**src/rtl/pl_pkg.sv**
```systemverilog
package pl_pkg;
   typedef enum logic [1:0] {
      OP_ADD = 2'b00,
      OP_SUB = 2'b01,
      OP_MUL = 2'b10,
      OP_DIV = 2'b11
   } op_e;
endpackage

```
**src/rtl/pl_alu.sv**
```systemverilog
module pl_alu
   import pl_pkg::*;
#(
   parameter int W = 16
) (
   input  op_e          op,
   input  logic [W-1:0] a,
   input  logic [W-1:0] b,
   output logic [W-1:0] y
);
   logic [2*W-1:0] prod;
   assign prod = a * b;

   always_comb begin
      unique case (op)
         OP_ADD:  y = a + b;
         OP_SUB:  y = a - b;
         OP_MUL:  y = prod[W-1:0];
         default: y = (b == '0) ? '1 : a / b;
      endcase
   end
endmodule

```
**src/rtl/pl_regfile.sv**
```systemverilog
module pl_regfile #(
   parameter int W    = 16,
   parameter int REGS = 8,
   parameter int RA   = $clog2(REGS)
) (
   input  logic              clk,
   input  logic              rst_n,
   input  logic              load,
   input  logic [REGS*W-1:0] init,
   input  logic              we,
   input  logic [RA-1:0]     waddr,
   input  logic [W-1:0]      wdata,
   input  logic [RA-1:0]     raddr_a,
   input  logic [RA-1:0]     raddr_b,
   output logic [W-1:0]      rdata_a,
   output logic [W-1:0]      rdata_b,
   output logic [REGS*W-1:0] flat
);
   logic [W-1:0] mem [REGS];

   always_ff @(posedge clk) begin
      if (!rst_n) begin
         for (int k = 0; k < REGS; k++) mem[k] <= '0;
      end else if (load) begin
         for (int k = 0; k < REGS; k++) mem[k] <= init[k*W +: W];
      end else if (we) begin
         mem[waddr] <= wdata;
      end
   end

   assign rdata_a = mem[raddr_a];
   assign rdata_b = mem[raddr_b];

   for (genvar g = 0; g < REGS; g++) begin : g_flat
      assign flat[g*W +: W] = mem[g];
   end
endmodule

```
**src/rtl/pl_exq.sv**
```systemverilog
module pl_exq #(
   parameter int W   = 16,
   parameter int RA  = 3,
   parameter int QD  = 4,
   parameter int LW  = 3,
   parameter int IXW = 4,
   parameter int CW  = $clog2(QD + 1)
) (
   input  logic           clk,
   input  logic           rst_n,
   input  logic           clr,
   input  logic           push,
   input  logic [RA-1:0]  push_dest,
   input  logic [W-1:0]   push_val,
   input  logic [LW-1:0]  push_lat,
   input  logic [IXW-1:0] push_idx,
   input  logic [RA-1:0]  qa,
   input  logic [RA-1:0]  qb,
   output logic           hit_a,
   output logic           rdy_a,
   output logic [W-1:0]   val_a,
   output logic           hit_b,
   output logic           rdy_b,
   output logic [W-1:0]   val_b,
   output logic [CW-1:0]  cnt,
   output logic           pop,
   output logic [RA-1:0]  pop_dest,
   output logic [W-1:0]   pop_val,
   output logic [IXW-1:0] pop_idx
);
   localparam int QA = $clog2(QD);

   logic [RA-1:0]  e_dest [QD];
   logic [W-1:0]   e_val  [QD];
   logic [LW-1:0]  e_rem  [QD];
   logic [IXW-1:0] e_idx  [QD];
   logic [QA-1:0]  head, tail;

   // Youngest matching entry wins: scan oldest to youngest.
   always_comb begin
      logic [QA-1:0] pos;
      hit_a = 1'b0; rdy_a = 1'b0; val_a = '0;
      hit_b = 1'b0; rdy_b = 1'b0; val_b = '0;
      for (int k = 0; k < QD; k++) begin
         pos = head + QA'(k);
         if (CW'(k) < cnt) begin
            if (e_dest[pos] == qa) begin
               hit_a = 1'b1; rdy_a = (e_rem[pos] == '0); val_a = e_val[pos];
            end
            if (e_dest[pos] == qb) begin
               hit_b = 1'b1; rdy_b = (e_rem[pos] == '0); val_b = e_val[pos];
            end
         end
      end
   end

   assign pop      = (cnt != '0) && (e_rem[head] == '0);
   assign pop_dest = e_dest[head];
   assign pop_val  = e_val[head];
   assign pop_idx  = e_idx[head];

   always_ff @(posedge clk) begin
      if (!rst_n || clr) begin
         head <= '0;
         tail <= '0;
         cnt  <= '0;
      end else begin
         for (int k = 0; k < QD; k++)
            if (e_rem[k] != '0) e_rem[k] <= e_rem[k] - LW'(1);
         if (push) begin
            e_dest[tail] <= push_dest;
            e_val[tail]  <= push_val;
            e_rem[tail]  <= push_lat;
            e_idx[tail]  <= push_idx;
            tail         <= tail + QA'(1);
         end
         if (pop) head <= head + QA'(1);
         cnt <= cnt + CW'(push) - CW'(pop);
      end
   end
endmodule

```
**src/rtl/pl_varlat_core.sv**
```systemverilog
module pl_varlat_core
   import pl_pkg::*;
#(
   parameter int W       = 16,
   parameter int REGS    = 8,
   parameter int DEPTH   = 16,
   parameter int QD      = 4,
   parameter int TW      = 12,
   parameter int MUL_LAT = 3,
   parameter int DIV_LAT = 6,
   parameter int RA      = $clog2(REGS),
   parameter int IW      = 2 + 3 * RA,
   parameter int LENW    = $clog2(DEPTH + 1)
) (
   input  logic                clk,
   input  logic                rst_n,
   input  logic                start_i,
   input  logic [DEPTH*IW-1:0] prog_i,
   input  logic [LENW-1:0]     prog_len_i,
   input  logic [REGS*W-1:0]   rf_init_i,
   output logic [DEPTH*TW-1:0] if_cyc_o,
   output logic [DEPTH*TW-1:0] id_cyc_o,
   output logic [DEPTH*TW-1:0] of_cyc_o,
   output logic [DEPTH*TW-1:0] po_cyc_o,
   output logic [DEPTH*TW-1:0] wo_cyc_o,
   output logic [REGS*W-1:0]   rf_o,
   output logic                done_o
);
   localparam int IXW = $clog2(DEPTH);
   localparam int LW  = $clog2(DIV_LAT + 1);
   localparam int CW  = $clog2(QD + 1);

   if (MUL_LAT < 1 || DIV_LAT < MUL_LAT) begin : g_bad_lat
      $error("latencies must satisfy 1 <= MUL_LAT <= DIV_LAT");
   end
   if (QD < 2 || (QD & (QD - 1)) != 0) begin : g_bad_qd
      $error("QD must be a power of two, at least 2");
   end
   if ((REGS & (REGS - 1)) != 0 || DEPTH < 2) begin : g_bad_geom
      $error("REGS must be a power of two and DEPTH at least 2");
   end

   typedef struct packed {
      op_e           op;
      logic [RA-1:0] rd;
      logic [RA-1:0] ra;
      logic [RA-1:0] rb;
   } ins_t;

   logic            run;
   logic [TW-1:0]   cyc;
   logic [LENW-1:0] len_q;
   logic [IW-1:0]   prog_mem [DEPTH];
   logic            if_v, id_v, of_v;
   logic [IXW-1:0]  if_idx, id_idx, of_idx;
   ins_t            id_ins, of_ins;
   logic [TW-1:0]   t_if [DEPTH], t_id [DEPTH], t_of [DEPTH], t_po [DEPTH], t_wo [DEPTH];

   logic            launch;
   logic            hit_a, rdy_a, hit_b, rdy_b;
   logic [W-1:0]    fval_a, fval_b, rf_a, rf_b, opa, opb, res;
   logic [CW-1:0]   q_cnt;
   logic            pop;
   logic [RA-1:0]   pop_dest;
   logic [W-1:0]    pop_val;
   logic [IXW-1:0]  pop_idx;
   logic [LW-1:0]   lat;
   logic            of_go, of_free, id_free;
   logic            drained;

   assign launch = start_i && !run;

   pl_regfile #(.W(W), .REGS(REGS), .RA(RA)) u_rf (
      .clk(clk), .rst_n(rst_n), .load(launch), .init(rf_init_i),
      .we(pop), .waddr(pop_dest), .wdata(pop_val),
      .raddr_a(of_ins.ra), .raddr_b(of_ins.rb),
      .rdata_a(rf_a), .rdata_b(rf_b), .flat(rf_o)
   );

   pl_exq #(.W(W), .RA(RA), .QD(QD), .LW(LW), .IXW(IXW), .CW(CW)) u_q (
      .clk(clk), .rst_n(rst_n), .clr(launch),
      .push(of_go), .push_dest(of_ins.rd), .push_val(res), .push_lat(lat), .push_idx(of_idx),
      .qa(of_ins.ra), .qb(of_ins.rb),
      .hit_a(hit_a), .rdy_a(rdy_a), .val_a(fval_a),
      .hit_b(hit_b), .rdy_b(rdy_b), .val_b(fval_b),
      .cnt(q_cnt), .pop(pop), .pop_dest(pop_dest), .pop_val(pop_val), .pop_idx(pop_idx)
   );

   assign opa = hit_a ? fval_a : rf_a;
   assign opb = hit_b ? fval_b : rf_b;

   pl_alu #(.W(W)) u_alu (.op(of_ins.op), .a(opa), .b(opb), .y(res));

   always_comb begin
      unique case (of_ins.op)
         OP_MUL:  lat = LW'(MUL_LAT);
         OP_DIV:  lat = LW'(DIV_LAT);
         default: lat = LW'(1);
      endcase
   end

   assign of_go   = run && of_v && (!hit_a || rdy_a) && (!hit_b || rdy_b) && (q_cnt < CW'(QD));
   assign of_free = !of_v || of_go;
   assign id_free = !id_v || of_free;
   assign drained = !if_v && !id_v && !of_v && (q_cnt == '0);

   always_ff @(posedge clk) begin
      if (!rst_n || launch) begin
         run    <= launch;
         done_o <= 1'b0;
         cyc    <= launch ? TW'(1) : '0;
         len_q  <= launch ? prog_len_i : '0;
         if_v   <= launch && (prog_len_i != '0);
         id_v   <= 1'b0;
         of_v   <= 1'b0;
         if_idx <= '0;
         id_idx <= '0;
         of_idx <= '0;
         id_ins <= '0;
         of_ins <= '0;
         for (int k = 0; k < DEPTH; k++) begin
            prog_mem[k] <= prog_i[k*IW +: IW];
            t_if[k] <= '0; t_id[k] <= '0; t_of[k] <= '0; t_po[k] <= '0; t_wo[k] <= '0;
         end
      end else if (run) begin
         cyc <= cyc + TW'(1);
         if (of_go) begin
            t_of[of_idx] <= cyc;
            t_po[of_idx] <= cyc + TW'(lat);
         end
         if (pop) t_wo[pop_idx] <= cyc;
         if (of_free) begin
            of_v   <= id_v;
            of_idx <= id_idx;
            of_ins <= id_ins;
            if (id_v) t_id[id_idx] <= cyc;
         end
         if (id_free) begin
            id_v   <= if_v;
            id_idx <= if_idx;
            id_ins <= ins_t'(prog_mem[if_idx]);
            if (if_v) begin
               t_if[if_idx] <= cyc;
               if ((LENW'(if_idx) + LENW'(1)) < len_q) if_idx <= if_idx + IXW'(1);
               else if_v <= 1'b0;
            end
         end
         if (drained) begin
            run    <= 1'b0;
            done_o <= 1'b1;
         end
      end
   end

   for (genvar g = 0; g < DEPTH; g++) begin : g_ts
      assign if_cyc_o[g*TW +: TW] = t_if[g];
      assign id_cyc_o[g*TW +: TW] = t_id[g];
      assign of_cyc_o[g*TW +: TW] = t_of[g];
      assign po_cyc_o[g*TW +: TW] = t_po[g];
      assign wo_cyc_o[g*TW +: TW] = t_wo[g];
   end
endmodule

```
**config.mk**
```make
export PLATFORM = sky130hd
export DESIGN_NAME = pl_varlat_core
export DESIGN_NICKNAME = d
export VERILOG_FILES = /design/src/rtl/pl_pkg.sv /design/src/rtl/pl_alu.sv /design/src/rtl/pl_regfile.sv /design/src/rtl/pl_exq.sv /design/src/rtl/pl_varlat_core.sv
export SDC_FILE = /design/constraint.sdc
export NUM_CORES = 2
export LEC_CHECK = 0
export CAP_MARGIN = 20
export CORE_AREA = 2 2 544 546
export CTS_CLUSTER_DIAMETER = 30
export DETAILED_ROUTE_END_ITERATION = 8
export DIE_AREA = 0 0 546 548
export DONT_BUFFER_PORTS = 1
export SYNTH_ARGS = -nofsm -noshare
export SYNTH_HDL_FRONTEND = slang
export SYNTH_SLANG_ARGS = --single-unit
```
**constraint.sdc**
```tcl
create_clock -name clk -period 43.4 [get_ports clk]
set_input_delay 2.17 -clock clk [delete_from_list [all_inputs] [get_ports clk]]
set_output_delay 2.17 -clock clk [all_outputs]
set_load 0.02 [all_outputs]
```
==> summary.txt <==
Outcome - complete, no violations
Final period utilization - 92.2%
Via density - 5.04
Die Footprint - 299,000 um2
Routed length per instance - 30.5 um
Initial core utilization - 24.5%
WP data required - 43.97 ns
Synth warn - 0
CTS tree - yes
GRT Total Usage - 19.1%
CTS sink count - 1,439
Hold Fails Final Rpt - 0
Syn Area/Cell - 12.9 um2
Post-Synth Adder-Cell Area - 6.38%
Max clock buf depth - 4
First-pass GRT wire length - 403 mm
Clk slew on worst S/H paths - 0.05 ns
Most common cell after layout, fill and taps aside - edfxtp_1
Area growth syn-to-layout - 20.7%
Fin Setup TNS - 0 ns
Die height - 548 um
Slew of the pin with the lowest slew margin - 1.24 ns
Cell Rows - 199
Die X - 546 um
Register area share after synthesis - 59.5%
Fillers - 29,275
Placed inst area - 76,800 um2
Flops & latches, synth - 1,439
Worst VDD drop - 0.0686 mV
Htree depth - 5
GRT overflow - 0
RSZ-0062 raised after global routing - false
Power Density - 65.9 nW/um2
Core area - 293,000 um2
Post-Synth XOR/XNOR Area - 1.97%
Share of layout cells above drive strength 1 - 16.6%
DP HPWL - 225 mm
Initial antenna violation count - 51
Main combinational cell family by area after synthesis - simple AND/OR/NAND/NOR gates
Setup Skew - 0.101 ns
Post-route DRC - 0
Most frequent cells in the layout - edfxtp_1, and2_1, nor2_1, clkbuf_16, nand2_1
Placer congestion estimate - 0.956
Routed Antenna Nets - 0
Crit path DAT - 40.58 ns
Multiplexer area fraction after synthesis - 7.57%
DR iter-0 viols - 6,173
Synthesized net count - 6,178
Setup Crit Path Kind - flip-flop to flip-flop
Post-layout min period - 40.02 ns
Share of flip-flops with an asynchronous set or reset - 0%
Via count - 49,279
Fin nets - 6,246
Post-Synthesis Cells - 5,550
Crit path top cell by count - o21a_1
Leak - 0.0326 uW
Vias in the first global route - 48,270
Slowest stage delay, CP - 0.74 ns
Critical Path Source Type - flip-flop
Max-slew violation count - 0
CP max stage cell - dfxtp_4
WL final - 299 mm
Synth Area in Simple Gates - 14.3%
Largest net degree at the start of global routing - 82
Post-synth EDFFs - 1,386
Cts bufs inserted - 279
Synth Area in Compound Gates - 6.91%
Distinct cells, synth - 93
Post-route design area - 86,600 um2
Endpoint class of the critical path - flip-flop
CP max FO - 49
I/O pin total - 1,401
Top_reg_cell synth - edfxtp_1
Port bufs - 0
Max Fclk - 0.0250 GHz
Worst-Skew Late Latency - 0.89 ns
Post-synthesis cell area - 71,700 um2
Pwr Total - 5710 uW
Relative slew slack - 16.8%
Finish-stage setup viols - 0
CTS Hold Buffers Added - 0
DRT Pass-1 Iters - 6
Max-cap violations - 0
CTS root buf - clkbuf_16
Worst min path class - flip-flop to flip-flop
-- synthesized netlist by cell type (26+ instances only) --
cell type | instances | area share, %
a21o_1 | 38 | 0.40
a21oi_1 | 112 | 0.78
a22o_1 | 102 | 1.2
and2_1 | 657 | 5.7
and3_1 | 175 | 1.5
clkbuf_1 | 353 | 1.8
dfxtp_1 | 53 | 1.5
edfxtp_1 | 1386 | 58
fa_1 | 83 | 2.3
ha_1 | 233 | 4.1
inv_1 | 228 | 1.2
mux2_2 | 50 | 0.78
mux2i_1 | 104 | 1.5
mux4_2 | 170 | 5.3
nand2_1 | 278 | 1.5
nand2b_1 | 52 | 0.45
nand3_1 | 61 | 0.43
nor2_1 | 470 | 2.5
nor2b_1 | 30 | 0.26
nor3_1 | 103 | 0.72
nor4_1 | 26 | 0.23
o21a_1 | 53 | 0.55
o21ai_0 | 192 | 1.3
xnor2_1 | 106 | 1.3
xor2_1 | 48 | 0.59
-- final timing paths --
| check | start | end | slack, ns | cells after the start |
|---|---|---|---|---|
| worst max-delay path | u_q.head[0] | u_q.e_val[1][0] | 3.38 | 167 |
| worst min-delay path | id_ins[6] | of_ins[6] | 0.50 | 2 |
| worst max register to register | u_q.head[0] | u_q.e_val[1][0] | 3.38 | 167 |
| worst min register to register | id_ins[6] | of_ins[6] | 0.50 | 2 |
-- power breakdown --
group | internal [uW] | total (uW) | switching [uW]
logic | 645 | 1670 | 1030
registers | 1660 | 1870 | 206
clock network | 1380 | 2170 | 788
-- cell families after synthesis --
logic type,after synthesis
and+or+nand+nor,1954
AOI/OAI and AO/OA,721
DFF,1439
adders and majority gates,316
xor gates and xnor gates,157
buffers and inverters,639
muxes,324
-- what timing repair did --
item,CTS,global route
endpoints found under the hold margin,0,0
gates resized for setup,0,6
setup endpoints to repair,0,4
buffers inserted,0,2
-- worst max-delay path: cells and delay by family, from the launching register on --
family	cells	cell delay, ns
AOI/OAI and AO/OA	105	22.49
xor gates and xnor gates	1	0.54
adders and majority gates	15	4.52
buffers and inverters	6	1.28
DFF	1	0.74
muxes	7	2.56
and+or+nand+nor	33	7.57
-- flip-flops by register name, indices dropped and copies added, names as in the netlist, 5 cells and up, named ones only --
name	count
t_po	192
prog_mem	176
id_ins	11
u_q.e_rem	12
t_id	192
len_q	5
u_rf.mem	128
t_of	192
t_wo	192
of_ins	11
u_q.e_dest	12
u_q.e_val	64
cyc	12
t_if	192
u_q.e_idx	16
-- layer usage --
metal | track usage [%] | routed length (um)
met2 | 31.7 | 141000
met3 | 5.99 | 31200
met1 | 21.9 | 109000
met4 | 10.0 | 17400
met5 | 0 | 102
-- through the flow --
| step | utilization, % | setup WS, ns | hold slack [ns] | instances |
|---|---|---|---|---|
| finish | 29.6 | 3.38 | 0.501 | 9782 |
| global route | 29.5 | 0.000529 | 0.534 | 9767 |
| CTS | 29.5 | 2.80 | 0.503 | 9743 |
| detailed placement | 26.2 | 3.04 | 0.491 | 9237 |
| global placement | 26.2 | 3.80 | 0.477 | 9233 |
| floorplan | - | 7.17 | 0.458 | 5550 |
-- final cells by class --
cell class | instances | area, um2 | share of cell area, %
clock buffer | 317 | 7260 | 8.38
timing repair buffer | 192 | 1560 | 1.80
tap | 3919 | 4900 | 5.66
clock inverter | 189 | 2250 | 2.60
antenna | 20 | 50.0 | 0.0578
inverter | 234 | 886 | 1.02
multi-input combinational | 3472 | 27000 | 31.2
sequential | 1439 | 42700 | 49.3
(Power assumes the default switching activity.)
